==> src/rtl/psr_pkg.sv <==
package psr_pkg;
   localparam int POS_C = 0;
   localparam int POS_Z = 1;
   localparam int POS_I = 2;
   localparam int POS_D = 3;
   localparam int POS_B = 4;
   localparam int POS_T = 5;
   localparam int POS_V = 6;
   localparam int POS_N = 7;

   typedef enum logic [3:0] {
      OPC_NONE  = 4'd0,
      OPC_ARITH = 4'd1,
      OPC_XFER  = 4'd2,
      OPC_SHIFT = 4'd3,
      OPC_BITT  = 4'd4,
      OPC_PULL  = 4'd5,
      OPC_SETC  = 4'd6,
      OPC_CLRC  = 4'd7,
      OPC_SETI  = 4'd8,
      OPC_CLRI  = 4'd9,
      OPC_SETD  = 4'd10,
      OPC_CLRD  = 4'd11,
      OPC_SETT  = 4'd12,
      OPC_CLRT  = 4'd13,
      OPC_CLRV  = 4'd14,
      OPC_RSVD  = 4'd15
   } psr_op_e;
endpackage

==> src/rtl/psr_next.sv <==
module psr_next
   import psr_pkg::*;
#(
   parameter int DW    = 8,
   parameter bit HAS_T = 1'b1
) (
   input  logic [DW-1:0] cur,
   input  logic          op_valid,
   input  psr_op_e       op,
   input  logic [DW-1:0] alu_result,
   input  logic          alu_carry,
   input  logic          alu_ovf,
   input  logic [DW-1:0] mem_operand,
   input  logic [DW-1:0] pull_data,
   input  logic          entry,
   output logic [DW-1:0] nxt
);
   localparam int MSB = DW - 1;
   logic [DW-1:0] raw;
   logic          res_zero;

   assign res_zero = ~|alu_result;

   always_comb begin
      raw = cur;
      if (op_valid) begin
         unique case (op)
            OPC_ARITH: begin
               raw[POS_C] = alu_carry;
               raw[POS_V] = alu_ovf;
               raw[POS_Z] = res_zero;
               raw[POS_N] = alu_result[MSB];
            end
            OPC_XFER: begin
               raw[POS_Z] = res_zero;
               raw[POS_N] = alu_result[MSB];
            end
            OPC_SHIFT: begin
               raw[POS_C] = alu_carry;
               raw[POS_Z] = res_zero;
               raw[POS_N] = alu_result[MSB];
            end
            OPC_BITT: begin
               raw[POS_V] = mem_operand[MSB-1];
               raw[POS_N] = mem_operand[MSB];
               raw[POS_Z] = res_zero;
            end
            OPC_PULL: raw = pull_data;
            OPC_SETC: raw[POS_C] = 1'b1;
            OPC_CLRC: raw[POS_C] = 1'b0;
            OPC_SETI: raw[POS_I] = 1'b1;
            OPC_CLRI: raw[POS_I] = 1'b0;
            OPC_SETD: raw[POS_D] = 1'b1;
            OPC_CLRD: raw[POS_D] = 1'b0;
            OPC_SETT: raw[POS_T] = 1'b1;
            OPC_CLRT: raw[POS_T] = 1'b0;
            OPC_CLRV: raw[POS_V] = 1'b0;
            default: ;
         endcase
      end
      raw[POS_B] = 1'b0;
      if (entry) raw[POS_I] = 1'b1;
   end

   generate
      if (HAS_T) begin : g_with_t
         assign nxt = raw;
      end else begin : g_no_t
         always_comb begin
            nxt        = raw;
            nxt[POS_T] = 1'b0;
         end
      end
   endgenerate
endmodule

==> src/rtl/psr_push_fmt.sv <==
module psr_push_fmt
   import psr_pkg::*;
#(
   parameter int DW = 8
) (
   input  logic [DW-1:0] flags,
   input  logic          brk,
   output logic [DW-1:0] pushed
);
   always_comb begin
      pushed        = flags;
      pushed[POS_B] = brk;
   end
endmodule

==> src/rtl/psr_flags.sv <==
module psr_flags
   import psr_pkg::*;
#(
   parameter int DW       = 8,
   parameter bit PUSH_REG = 1'b0,
   parameter bit HAS_T    = 1'b1
) (
   input  logic          clk,
   input  logic          rst_n,
   input  logic          op_valid,
   input  logic [3:0]    op_sel,
   input  logic [DW-1:0] alu_result,
   input  logic          alu_carry,
   input  logic          alu_ovf,
   input  logic [DW-1:0] mem_operand,
   input  logic [DW-1:0] pull_data,
   input  logic          irq_take,
   input  logic          brk_take,
   output logic [DW-1:0] flags_q,
   output logic [DW-1:0] push_byte,
   output logic          irq_mask
);
   localparam logic [DW-1:0] RST_FLAGS = DW'(1) << POS_I;

   generate
      if (DW != 8) begin : g_bad_width
         $error("psr_flags: DW must be 8");
      end
   endgenerate

   logic          entry;
   logic [DW-1:0] nxt;
   logic [DW-1:0] fmt;
   psr_op_e       op;

   assign entry    = irq_take | brk_take;
   assign op       = psr_op_e'(op_sel);
   assign irq_mask = flags_q[POS_I];

   psr_next #(.DW(DW), .HAS_T(HAS_T)) u_next (
      .cur(flags_q), .op_valid(op_valid), .op(op),
      .alu_result(alu_result), .alu_carry(alu_carry), .alu_ovf(alu_ovf),
      .mem_operand(mem_operand), .pull_data(pull_data),
      .entry(entry), .nxt(nxt)
   );

   always_ff @(posedge clk) begin
      if (!rst_n) flags_q <= RST_FLAGS;
      else        flags_q <= nxt;
   end

   psr_push_fmt #(.DW(DW)) u_fmt (
      .flags(flags_q), .brk(brk_take), .pushed(fmt)
   );

   generate
      if (PUSH_REG) begin : g_push_reg
         logic [DW-1:0] push_q;
         always_ff @(posedge clk) begin
            if (!rst_n)     push_q <= '0;
            else if (entry) push_q <= fmt;
         end
         assign push_byte = push_q;

         p_push_capture_r9: assert property (@(posedge clk) disable iff (!rst_n)
            entry |=> push_byte[POS_B] == $past(brk_take));
         p_push_hold_r9: assert property (@(posedge clk) disable iff (!rst_n)
            !entry |=> $stable(push_byte));
      end else begin : g_push_comb
         assign push_byte = fmt;
      end

      if (!HAS_T) begin : g_t_check
         p_t_absent_r12: assert property (@(posedge clk) disable iff (!rst_n)
            flags_q[POS_T] == 1'b0);
      end
   endgenerate

   p_b_live_zero_r7: assert property (@(posedge clk) disable iff (!rst_n)
      flags_q[POS_B] == 1'b0);

   p_entry_sets_i_r8: assert property (@(posedge clk) disable iff (!rst_n)
      entry |=> flags_q[POS_I]);

   p_idle_stable_r13: assert property (@(posedge clk) disable iff (!rst_n)
      (!op_valid && !entry) |=> $stable(flags_q));

   p_bit_load_r5: assert property (@(posedge clk) disable iff (!rst_n)
      (op_valid && op_sel == 4'd4) |=> flags_q[7:6] == $past(mem_operand[7:6]));

   p_pull_load_r10: assert property (@(posedge clk) disable iff (!rst_n)
      (op_valid && op_sel == 4'd5 && !entry) |=>
         (flags_q[7:6] == $past(pull_data[7:6]) &&
          flags_q[3:0] == $past(pull_data[3:0])));
endmodule

==> config.mk <==
export PLATFORM = sky130hd
export DESIGN_NAME = psr_flags
export DESIGN_NICKNAME = d
export VERILOG_FILES = /design/src/rtl/psr_pkg.sv /design/src/rtl/psr_next.sv /design/src/rtl/psr_push_fmt.sv /design/src/rtl/psr_flags.sv
export SDC_FILE = /design/constraint.sdc
export NUM_CORES = 1
export LEC_CHECK = 0
export ABC_CLOCK_PERIOD_IN_PS = 1300
export BUFFER_PORTS_ARGS = -buffer_cell sky130_fd_sc_hd__buf_4
export CAP_MARGIN = 20
export CORE_MARGIN = 1.5
export CORE_UTILIZATION = 32
export DETAILED_ROUTE_END_ITERATION = 8
export PLACE_DENSITY_LB_ADDON = 0.15
export REMOVE_ABC_BUFFERS = 1
export SLEW_MARGIN = 20
export SYNTH_ARGS = -nofsm -noshare
export SYNTH_HDL_FRONTEND = slang
export SYNTH_SLANG_ARGS = --single-unit
==> constraint.sdc <==
create_clock -name clk -period 1.3 [get_ports clk]
set_clock_uncertainty 0.2 [all_clocks]
set_input_delay 0.065 -clock clk [delete_from_list [all_inputs] [get_ports clk]]
set_output_delay 0.065 -clock clk [all_outputs]
set_load 0.005 [all_outputs]
=== Yosys cells after proc, flatten, opt, wreduce, memory -nomap -nowiden ===
Index checks and enable logic that the tools add are counted.

* Bits in latches: 0
* Flip-flop bits (word level): 7
* Memories kept: 0
* Output and inout bits: 17
* Bits in read-only memories: 0
* Bits in writable memories: 0

* Shifts and indexed selects: 0
* Eq/ne operators: 14
* Bitwise operators: 2
* Div/mod/pow operators: 0
* Muxes and demuxes: 7
* $add $sub $neg: 0
* Reduce and logical (&&, ||, !) cells: 20
* Order comparisons: 0
* $mul: 0

{| class="wikitable"
|+ Operator list
! operator !! count
|-
| $eq A4 B4 Y1 const B || 7
|-
| $eq A4 B3 Y1 const B || 4
|-
| $reduce_and A2 Y1 || 7
|-
| $pmux W1 S3 || 4
|-
| $reduce_bool A3 Y1 || 4
|-
| $eq A4 B2 Y1 const B || 2
|-
| $pmux W1 S4 || 2
|-
| $reduce_bool A4 Y1 || 2
|-
| $reduce_or A8 Y1 || 1
|-
| $eq A4 B1 Y1 const B || 1
|-
| $reduce_or A2 Y1 || 2
|-
| $reduce_or A4 Y1 || 1
|-
| $reduce_or A3 Y1 || 1
|-
| $pmux W1 S2 || 1
|-
| $reduce_bool A2 Y1 || 1
|-
| $logic_not A1 Y1 || 1
|-
| $not A1 Y1 || 1
|-
| $or A1 B1 Y1 || 1
|}

=== Depth between registers and ports, before layout ===
* Word-level depth: 4
* Gate-level depth with buffers: 5
* Gate-level depth less buffers: 4

=== By module ===
From an unflattened synthesis, not the netlist that was laid out.

* Cells, all modules: 88
* Area total of the unflattened synthesis: 683.2 um^2

{| class="wikitable"
|+ By module, submodules not included
! module !! times used !! cells an instance !! sequential area each (um^2) !! area each (um^2)
|-
| psr_next || 1 || 62 || 0.0 || 399.1
|-
| psr_flags || 1 || 18 || 160.2 || 224.0
|-
| psr_push_fmt || 1 || 8 || 0.0 || 60.1
|}

=== Worst setup path before layout ===
No wires, ideal clock.

* Path kind: input port to flip-flop
* Start point: input port op_sel[3]
* End point: register flags_q[3]
* Data arrival time: 791 ps
* Stages: 4
* Buffers on the path: 1
* Setup time: 122 ps
* Setup slack: 188 ps
* Required time: 978 ps
* Cells stage by stage: buf_6 > and3b_1 > nor2b_2 > o311a_1

* Cells in the longest elaborated chain, start to end: 3
* Elaborated cells between the ends (all ways): 6
* Classes of those cells: 3 x eq/ne; 1 x mux; 2 x reduce/logical

{| class="wikitable"
|+ RTL lines
! what !! RTL line !! RTL
|-
| start, declared || psr_flags.sv:11 || <nowiki>input logic [3:0] op_sel,</nowiki>
|-
| $eq A4 B4 Y1 / $eq A4 B3 Y1 (equally long branches) || psr_next.sv:27 || <nowiki>unique case (op)</nowiki>
|-
| $reduce_bool A3 Y1 (no source line) || n/a ||
|-
| $reduce_and A2 Y1 (no source line) || n/a ||
|-
| end signal, assigned || psr_flags.sv:49 || <nowiki>else flags_q <= nxt;</nowiki>
|-
| end, declared || psr_flags.sv:19 || <nowiki>output logic [DW-1:0] flags_q,</nowiki>
|}

Several ways; a longest one is shown, not always the timed one.
A chain may end at the register's enable or synchronous reset.

=== Worst setup path in the final report ===
* Start point: input port alu_result[7]
* End point: register flags_q[1]

* Cells in the longest elaborated chain, start to end: 3

{| class="wikitable"
|+ RTL lines
! what !! RTL line !! RTL
|-
| start, declared || psr_flags.sv:12 || <nowiki>input logic [DW-1:0] alu_result,</nowiki>
|-
| $reduce_or A8 Y1 || psr_next.sv:22 || <nowiki>assign res_zero = ~|alu_result;</nowiki>
|-
| $logic_not A1 Y1 || psr_next.sv:22 ||
|-
| $pmux W1 S2 || psr_next.sv:27 ||
|}

Every way passes these cells.

==> results.md <==
* Post-Place Cells at 138
* Reg2reg start: flags_q[0]
* Status: completed
* Unrepaired setup endpoints after global routing: false
* Clock sinks at 7
* Largest net degree at the start of global routing at 15
* Synth Area in Compound Gates at 0.167
* Detailed Place HPWL at approximately 1200 um
* Nets at ~170
* Hold_sp: alu_ovf
* Fin. Hold Viols at 0
* Final worst path period need at between 1 and 1.5 ns
* Critical Path End Type: register
* Cell Chain, Critical Path: dlygate4sd3_1 > buf_4 > nor4_4 > nand3b_1 > a21oi_1
* M1 WL at 718 um
* Total negative slack at 0 ns
* Io pins at 52
* Drt via density at roughly 4.7
* Setup violators final at 0
* Max reg flops at 7
* Met2 WL at just under 1000 um
* Area delta synth->final at 61.3%
* Critical setup path kind: primary input to register
* Number of synthesized flops with an enable pin at 0
* CTS buffer count at 3
* DRC viols at 0
* Post-synthesis mux area share at 0.0586
* Worst EP arrival at around 1.2 ns
* Post-synth top cells: buf_4 (11), dfxtp_1 (7)
* Post-synth cell types at 37
* CP max-delay cell: dlygate4sd3_1
* Area leader, netlist: dfxtp_1
* Main synth FF type: dfxtp_1
* Peak per-stage delay on the critical path at 0.54 ns
* Leakage at 0.000504 uW
* Clock Tree Root: clkbuf_4
* Biggest regs: flags_q (7)
* Max-cap violations at 0
* Total congestion overflow at 0
* PwrDens at between 600 and 700 nW/um^2
* Cell with the most instances after synthesis: buf_4
* Simple-gate share of the synthesized area at 0.378
* H-tree Lvls at 1
* Placer congestion estimate at roughly 0.70
* Core Area at 2020 sq um
* Buf/Inv on CP at 2
* Final Cycle Share at 0.954
* # port buffers at 43
* Fill cells at 200
* CP max FO at 2
* Final Instance Count excl. Fillers at 156
* Die Span X at about 50 um
* Drt pass-1 iters at 4
* CP top delay family: buffers and inverters
* Top post-synthesis cells by area: dfxtp_1 (20%), buf_4 (12%), nor3b_2 (7.1%)
* Worst Setup Start Kind: primary input
* Critical Path RT at around 1.3 ns
* WL/cell at 11.8 um
* Count of standard-cell rows at 16
* Yosys warns at 0
* Post-CTS Setup Inserts at 0
* Clock slew at reported path FFs at approximately 0.060 ns
* FFs w/ async S/R, synth at 0
* Area share of the largest cell type after synthesis at 0.199
* Top layer in use: met3
* Die H at ~50 um
* Met3 WL post-DR at around 130 um
* Initial Utilization at 0.348
* First-pass GRT wire length at 2880 um
* Avg Cell Area, Syn at 8.70 sq um
* Total track usage at 0.151
* Antenna violations before repair at 0
* VDD IR max at about 470 uV
* Ant. Diodes at 0
* Routed WL at roughly 1800 um
* Synthesis-stage register bit count at 7
* CP startpoint: alu_result[7]
* Clk_lat worst skew at between 0.2 and 0.3 ns
* TritonCTS clock tree: yes
* Adder-Cell Fraction of Synth Area at 0
* Hold Crit Class: primary input to register
* Vias in the first global route at around 700
* Die area at 2490 sq um
* Sequential area share after synthesis at 0.199
* Layout cell share with drive strength beyond 1 at 0.473
* Final Slew Violations at 0
* Final ANT Viol Nets at 0
* Hold Worst Slack at 0.00129 ns
* Fmax achieved at 0.806 GHz
* Via count at between 700 and 800
* Cells after synthesis at just over 80
* First DRT Iteration DRCs at 7
* Top reg by flops: flags_q
* Main combinational cell family by area after synthesis: simple AND/OR/NAND/NOR gates
* CTS max path bufs at 2
* Post-Synth XOR/XNOR Area at 0
* Mapped Area at approximately 700 sq um
## final cells by class
| cell class | count | area (sq um) | area share |
|---|---|---|---|
| repair buffers | 59 | 478 | 0.421 |
| multi-input cells | 57 | 450 | 0.396 |
| flip-flops and latches | 7 | 140 | 0.123 |
| well taps | 27 | 33.8 | 0.0297 |
| clock buffers | 4 | 26.3 | 0.0231 |
| inverters | 2 | 7.51 | 0.00661 |
## where the power goes
group          switching (uW)  internal (uW)  leakage [uW]
combinational            93.3            154      0.000432
clock                    90.9            118     0.0000150
sequential               7.64            224     0.0000571
total                     192            496      0.000504
## path summary, 6_finish.rpt
check / cells past startpoint / end / slack, ns
setup / recovery: 5 / flags_q[1] / 0.06
hold / removal: 4 / flags_q[6] / 0.001
setup reg to reg: 4 / flags_q[0] / 0.14
hold reg to reg: 2 / flags_q[7] / 0.30
## per-stage QoR
stage	instance area [sq um]	util	total power [uW]	setup WS, ns
2_1_floorplan	577	-	312	0.177
3_3_place_gp	948	0.469	440	0.0419
3_5_place_dp	948	0.469	443	0.0348
4_1_cts	1100	0.546	688	0.0158
5_1_grt	1140	0.562	736	0.00398
6_report	1140	0.562	688	0.0598
## logic make-up (layout without fill, tap and decap cells)
| group | count (synthesis) | count (layout) |
|---|---|---|
| and+or+nand+nor | 36 | 36 |
| DFF | 7 | 7 |
| muxes | 4 | 4 |
| AOI/OAI and AO/OA | 16 | 16 |
| other | 1 | 1 |
| buffers and inverters | 17 | 65 |
## placed cells by master, fill, tap and decap left out, types with 4 or more instances in the layout
cell,Yosys,layout
dlygate4sd3_1,0,14
nand3b_1,4,4
a21oi_1,4,4
dfxtp_1,7,7
nor3b_2,4,4
buf_4,11,45
## tightest hold or removal path: cells and delay by family
kind | cells | cell delay, ns
and+or+nand+nor | 3 | 0.29
buffers and inverters | 1 | 0.08
## routing by layer
layer | GRT usage | up-vias
met5 | 0 | -
met4 | 0.0370 | 0
met3 | 0.0667 | 0
met2 | 0.276 | 27
met1 | 0.157 | 338
li1 | - | 372
## what timing repair did
action / CTS / global route
hold endpoints to repair: 7 / 2
setup endpoints to repair: 0 / 1
hold buffers: 13 / 1
gates resized for setup: 0 / 3
No activity file was read; power rests on OpenSTA's default activity.
